<file path="config.mk">
export PLATFORM = sky130hd
export DESIGN_NAME = audio_fill_fifo
export DESIGN_NICKNAME = d
export VERILOG_FILES = /design/src/rtl/audio_fifo_pkg.sv /design/src/rtl/afifo_store.sv /design/src/rtl/afifo_fill_quant.sv /design/src/rtl/afifo_req_gen.sv /design/src/rtl/audio_fill_fifo.sv
export SDC_FILE = /design/constraint.sdc
export NUM_CORES = 1
export LEC_CHECK = 0
export CORE_MARGIN = 8
export CORE_UTILIZATION = 52
export CTS_CLUSTER_SIZE = 24
export DETAILED_ROUTE_END_ITERATION = 10
export PLACE_DENSITY = 0.76
export RECOVER_POWER = 100
export SLEW_MARGIN = 20
export SYNTH_ARGS = -nofsm -noshare
export SYNTH_HDL_FRONTEND = slang
export SYNTH_SLANG_ARGS = --single-unit
</file>
<file path="constraint.sdc">
create_clock -name clk -period 4.83 [get_ports clk]
set_input_delay 0.966 -clock clk [delete_from_list [all_inputs] [get_ports clk]]
set_output_delay 0.966 -clock clk [all_outputs]
set_load 0.01 [all_outputs]
</file>
<file path="src/rtl/audio_fifo_pkg.sv">
// Shared types for the audio sample FIFO.
// Assumes a depth that is a power of two and a multiple of four.
package audio_fifo_pkg;

    typedef enum logic [2:0] {
        FILL_NONE  = 3'd0,
        FILL_LOW   = 3'd1,
        FILL_QTR   = 3'd2,
        FILL_HALF  = 3'd3,
        FILL_3QTR  = 3'd4,
        FILL_FULL  = 3'd5
    } fill_code_t;

    localparam logic [2:0] THR_MAX = 3'd4;

endpackage

</file>
<file path="src/rtl/afifo_store.sv">
// Circular word storage with pointers, occupancy count and sticky error flags.
// Assumes DEPTH is a power of two. Flush has priority over reads and writes.
// Acceptance uses the count from before the edge.
module afifo_store #(
    parameter int DATA_W = 32,
    parameter int DEPTH  = 8,
    localparam int AW    = $clog2(DEPTH),
    localparam int CW    = $clog2(DEPTH + 1)
) (
    input  logic              clk,
    input  logic              rst_n,
    input  logic              flush,
    input  logic              err_clr,
    input  logic              wr_en,
    input  logic [DATA_W-1:0] wr_data,
    input  logic              rd_en,
    output logic [DATA_W-1:0] rd_data,
    output logic [CW-1:0]     count,
    output logic              ovr_err,
    output logic              udr_err
);

    logic [DATA_W-1:0] mem [DEPTH];
    logic [AW-1:0]     wp, rp;
    logic              is_full, is_empty;
    logic              wr_ok, rd_ok, ovr_ev, udr_ev;

    // Status of the buffer and acceptance of this cycle's strobes.
    always_comb begin
        is_full  = (count == CW'(DEPTH));
        is_empty = (count == '0);
        wr_ok    = wr_en && !is_full  && !flush;
        rd_ok    = rd_en && !is_empty && !flush;
        ovr_ev   = wr_en &&  is_full  && !flush;
        udr_ev   = rd_en &&  is_empty && !flush;
    end

    // Word storage, written at the write pointer.
    always_ff @(posedge clk) begin
        if (wr_ok) mem[wp] <= wr_data;
    end

    assign rd_data = mem[rp];

    // Pointer and occupancy tracking.
    always_ff @(posedge clk) begin
        if (!rst_n || flush) begin
            wp    <= '0;
            rp    <= '0;
            count <= '0;
        end else begin
            if (wr_ok) wp <= wp + 1'b1;
            if (rd_ok) rp <= rp + 1'b1;
            if (wr_ok && !rd_ok)      count <= count + 1'b1;
            else if (rd_ok && !wr_ok) count <= count - 1'b1;
        end
    end

    // Sticky error flags; a new event wins over a clear.
    always_ff @(posedge clk) begin
        if (!rst_n) begin
            ovr_err <= 1'b0;
            udr_err <= 1'b0;
        end else begin
            if (ovr_ev)       ovr_err <= 1'b1;
            else if (err_clr) ovr_err <= 1'b0;
            if (udr_ev)       udr_err <= 1'b1;
            else if (err_clr) udr_err <= 1'b0;
        end
    end

    p_no_overflow_r8: assert property (@(posedge clk) disable iff (!rst_n)
        count <= CW'(DEPTH));

    p_full_write_dropped_r8: assert property (@(posedge clk) disable iff (!rst_n)
        (is_full && wr_en && !rd_en && !flush) |=> (count == CW'(DEPTH)) && ovr_err);

    p_empty_read_dropped_r9: assert property (@(posedge clk) disable iff (!rst_n)
        (is_empty && rd_en && !wr_en && !flush) |=> (count == '0) && udr_err);

    p_flush_empties_r11: assert property (@(posedge clk) disable iff (!rst_n)
        flush |=> (count == '0));

    p_both_keep_count_r12: assert property (@(posedge clk) disable iff (!rst_n)
        (wr_en && rd_en && !is_full && !is_empty && !flush) |=> $stable(count));

endmodule

</file>
<file path="src/rtl/afifo_fill_quant.sv">
// Maps the occupancy count to a quarter-step fill code.
// Assumes DEPTH is a multiple of four.
module afifo_fill_quant
    import audio_fifo_pkg::*;
#(
    parameter int DEPTH = 8,
    localparam int CW   = $clog2(DEPTH + 1),
    localparam int QTR  = DEPTH / 4
) (
    input  logic [CW-1:0] count,
    output fill_code_t    code
);

    // Pick the band the count falls into.
    always_comb begin
        if (count == '0)                 code = FILL_NONE;
        else if (count == CW'(DEPTH))    code = FILL_FULL;
        else if (count <  CW'(QTR))      code = FILL_LOW;
        else if (count <  CW'(2 * QTR))  code = FILL_QTR;
        else if (count <  CW'(3 * QTR))  code = FILL_HALF;
        else                             code = FILL_3QTR;
    end

endmodule

</file>
<file path="src/rtl/afifo_req_gen.sv">
// Compares the fill code with the threshold code to form the request.
// Transmit requests at or below the threshold, receive above it.
// Reserved threshold codes clamp to the full code.
module afifo_req_gen
    import audio_fifo_pkg::*;
(
    input  fill_code_t code,
    input  logic [2:0] thr,
    input  logic       rx_mode,
    output logic       req
);

    logic [2:0] thr_eff;

    // Clamp the threshold, then apply the direction's comparison.
    always_comb begin
        thr_eff = (thr > THR_MAX) ? THR_MAX : thr;
        req     = rx_mode ? (3'(code) > thr_eff) : (3'(code) <= thr_eff);
    end

endmodule

</file>
<file path="src/rtl/audio_fill_fifo.sv">
// Audio sample FIFO for one sub-block, with a quantized fill code and a
// threshold request whose sense depends on the direction.
// Assumes DEPTH is a power of two and a multiple of four.
module audio_fill_fifo
    import audio_fifo_pkg::*;
#(
    parameter int DATA_W = 32,
    parameter int DEPTH  = 8,
    localparam int CW    = $clog2(DEPTH + 1)
) (
    input  logic              clk,
    input  logic              rst_n,
    input  logic              rx_mode,
    input  logic [2:0]        thr_code,
    input  logic              irq_en,
    input  logic              flush,
    input  logic              err_clr,
    input  logic              wr_en,
    input  logic [DATA_W-1:0] wr_data,
    input  logic              rd_en,
    output logic [DATA_W-1:0] rd_data,
    output logic [2:0]        fill_code,
    output logic              req,
    output logic              irq,
    output logic              ovr_err,
    output logic              udr_err
);

    logic [CW-1:0] count;
    fill_code_t    code;

    afifo_store #(.DATA_W(DATA_W), .DEPTH(DEPTH)) u_store (
        .clk(clk), .rst_n(rst_n), .flush(flush), .err_clr(err_clr),
        .wr_en(wr_en), .wr_data(wr_data), .rd_en(rd_en), .rd_data(rd_data),
        .count(count), .ovr_err(ovr_err), .udr_err(udr_err)
    );

    afifo_fill_quant #(.DEPTH(DEPTH)) u_quant (.count(count), .code(code));

    afifo_req_gen u_req (.code(code), .thr(thr_code), .rx_mode(rx_mode), .req(req));

    assign fill_code = code;
    assign irq       = req & irq_en;

    p_full_code_r3: assert property (@(posedge clk) disable iff (!rst_n)
        (count == CW'(DEPTH)) == (fill_code == 3'd5));

    p_rx_needs_data_r5: assert property (@(posedge clk) disable iff (!rst_n)
        (rx_mode && req) |-> (count != '0));

    p_tx_full_quiet_r4: assert property (@(posedge clk) disable iff (!rst_n)
        (!rx_mode && count == CW'(DEPTH)) |-> !req);

    p_irq_gated_r7: assert property (@(posedge clk) disable iff (!rst_n)
        irq |-> (irq_en && count <= CW'(DEPTH)));

endmodule

</file>
==> results.toml <==
[run_status]
outcome = "finished with violations"
violations = "capacitance limit, slew limit"

[clock_tree]
cts_buffer_depth = 3
htree_levels = 1
root_buffer = "clkbuf_16"
holdBufCountCts = 0
postCtsSetupRepairBufs = 0
clkSinkCount = 271
numCtsBuffers = 28
clkTransAtPathRegs_ns = 0.06
cts_resized = 0
cts_tree = "done"
clkLatencyLatePin_ns = 0.53

[timing]
finalSetupTns_ns = 0
rsz0062_at_grt = "false"
fmax_mhz = 233
post-route-period-util_pct = 89.0
fin_crit_ns = 4.30
setup_ws_ns = 0.532
clock_skew_ns = 0.0196
tightest_slew_ns = 2.40
hold_violations = 0
slew_viol_final = 191
relSlewSlack_pct = -60.2
finalSetupViolations = 0

[drt]
met3_length_um = 1040
dr.pass1.iters = 4
postRouteAntennaNets = 0
dr_total_vias = 4915
drt-initial-drc-count = 331
routed_wl_um = 19300
wl_per_cell_um = 22.3
avgViaCountPerCell = 5.68
drc = 0
top_layer = "met4"
met1Wirelength_um = 8000
wl_met2_um = 9930

[flow_run]
max-cap-violations = 6

[finish]
layout_commonest_cell = "edfxtp_1"
stdcell_area_um2 = 12600
multiInputGateArea_um2 = 2520
area.growth.synth_to_final_pct = 18.0
nets = 630
final_cell_mix = "edfxtp_1 (256), dlygate4sd3_1 (55), mux4_1 (40)"
drive_gt1_share_pct = 16.8
ff_latch_area_um2 = 7990
fillCellCount = 1397
diodes = 0
instances_no_fill = 866

[global_route]
overflow = 0
antenna_found_initial = 1
grt_usage_pct = 15.4
grt_max_degree = 42
grt_pass1_wl_um = 30500
grt_pass1_vias = 5408

[place]
place_ws_ns = 0.770
gp_congestion = 0.692
dpl.hpwl_um = 11000
dp_cells = 818
port-buffer-count = 81
dpl_cell_area_um2 = 11800

[synthesis]
synth_seq_area_share_pct = 75.1
async_reset_ff_share_pct = 0
ys_warn_count = 0
synth_top_cell_by_area = "edfxtp_1"
synthesis.nets = 528
syn_avg_cell_area_um2 = 22.4
synth.area.top_cells = "edfxtp_1 (72%), mux4_1 (9.9%), mux4_2 (5.1%)"
synth_seq_cells = 271
synthesis.area_um2 = 10600
synth_cells = 476
synthDistinctLibCells = 31
dominantRegCellSynth = "edfxtp_1"
netlist.area_leader.share_pct = 72.2
synth-edff-count = 256

[setup_path]
end_kind = "primary output"
required_ns = 3.86
crit_chain = "buf_12 -> mux4_1 -> mux2_2 -> clkdlybuf4s50_1"
arrival_ns = 3.33
critPathKind = "reg -> out"
cp_slowest_cell = "dfxtp_2"
max_stage_delay_ns = 1.07
start_kind = "flip-flop"
crit_fanout = 33

[floorplan]
dieWidth_um = 159
die_y_um = 159
io-pin-count = 82
dieArea_um2 = 25300
rows = 52
core-area_um2 = 20200
start_util_pct = 52.8

[hold_path]
hp-class = "reg -> reg"

[pwr]
p_leak_nw = 4.00
ir_worst_vdd_v = 0.000245
powerDensity_nw_per_um2 = 374
area by class of cell:
cell class                      count  area share [%]
Multi-Input combinational cell    178            20.1
Timing Repair Buffer               92            7.06
Clock buffer                       35            5.79
Sequential cell                   271            63.6
Inverter                            7           0.209
Tap cell                          270            2.69
Clock inverter                     13           0.568
through the flow:
stage	power, W	hold slack (ns)	utilization, %
2_1_floorplan	0.00276	0.485	-
3_3_place_gp	0.00287	0.505	58.7
3_5_place_dp	0.00288	0.515	58.7
4_1_cts	0.00474	0.544	62.6
5_1_grt	0.00483	0.571	62.3
6_report	0.00469	0.530	62.3
final timing paths:
| path | slack [ns] | startpoint | depth (start not counted) | to |
|---|---|---|---|---|
| max | 0.53 | flip-flop | 4 | rd_data[25] |
| min | 0.53 | u_store.rp[2]$_SDFFE_PP0P_ | 2 | flip-flop |
| max reg2reg | 1.31 | u_store.count[1]$_SDFFE_PP0P_ | 6 | u_store.mem[6][28]$_DFFE_PP_ |
| min reg2reg | 0.53 | u_store.rp[2]$_SDFFE_PP0P_ | 2 | flip-flop |
state kept, by name, indices dropped and copies added (netlist names), named ones only:
register / count
u_store.udr_err: 1
u_store.mem: 256
u_store.ovr_err: 1
u_store.count: 4
u_store.wp: 3
u_store.rp: 3
cell usage after synthesis (all sizes together) (5+ instances only):
cell    count
ha          8
xnor2       6
dfxtp      15
nand2       9
inv         7
mux4       64
edfxtp    256
nor2b       9
nand2b      5
buf        16
nor2       18
mux2       33
layer usage:
| layer | vias to the layer above | track usage, % |
|---|---|---|
| met3 | 36 | 2.79 |
| li1 | 2202 | - |
| met2 | 148 | 27.7 |
| met4 | 0 | 3.47 |
| met1 | 2529 | 19.0 |
| met5 | - | 0 |
critical path, delay by kind of cell, from the launching register on:
family	cells	cell delay, ns
flops	1	1.07
mux	2	0.89
buf+inv	2	0.84
cells by family (layout without fill, tap and decap cells):
kind of cell	count (synthesis)	in the layout	share of synthesized area, %
flops	271	271	75.1
mux	100	100	18.7
compound gates	9	9	0.517
buf+inv	27	147	1.46
fa+ha+maj	9	9	1.13
simple gates	51	51	2.36
xor+xnor	9	9	0.741
power breakdown:
group | total (W) | switching, W | internal [W]
logic | 0.000216 | 0.000102 | 0.000114
registers | 0.00260 | 0.0000124 | 0.00259
clock network | 0.00187 | 0.000812 | 0.00106
Note: power is estimated with default switching activity, not from simulation.
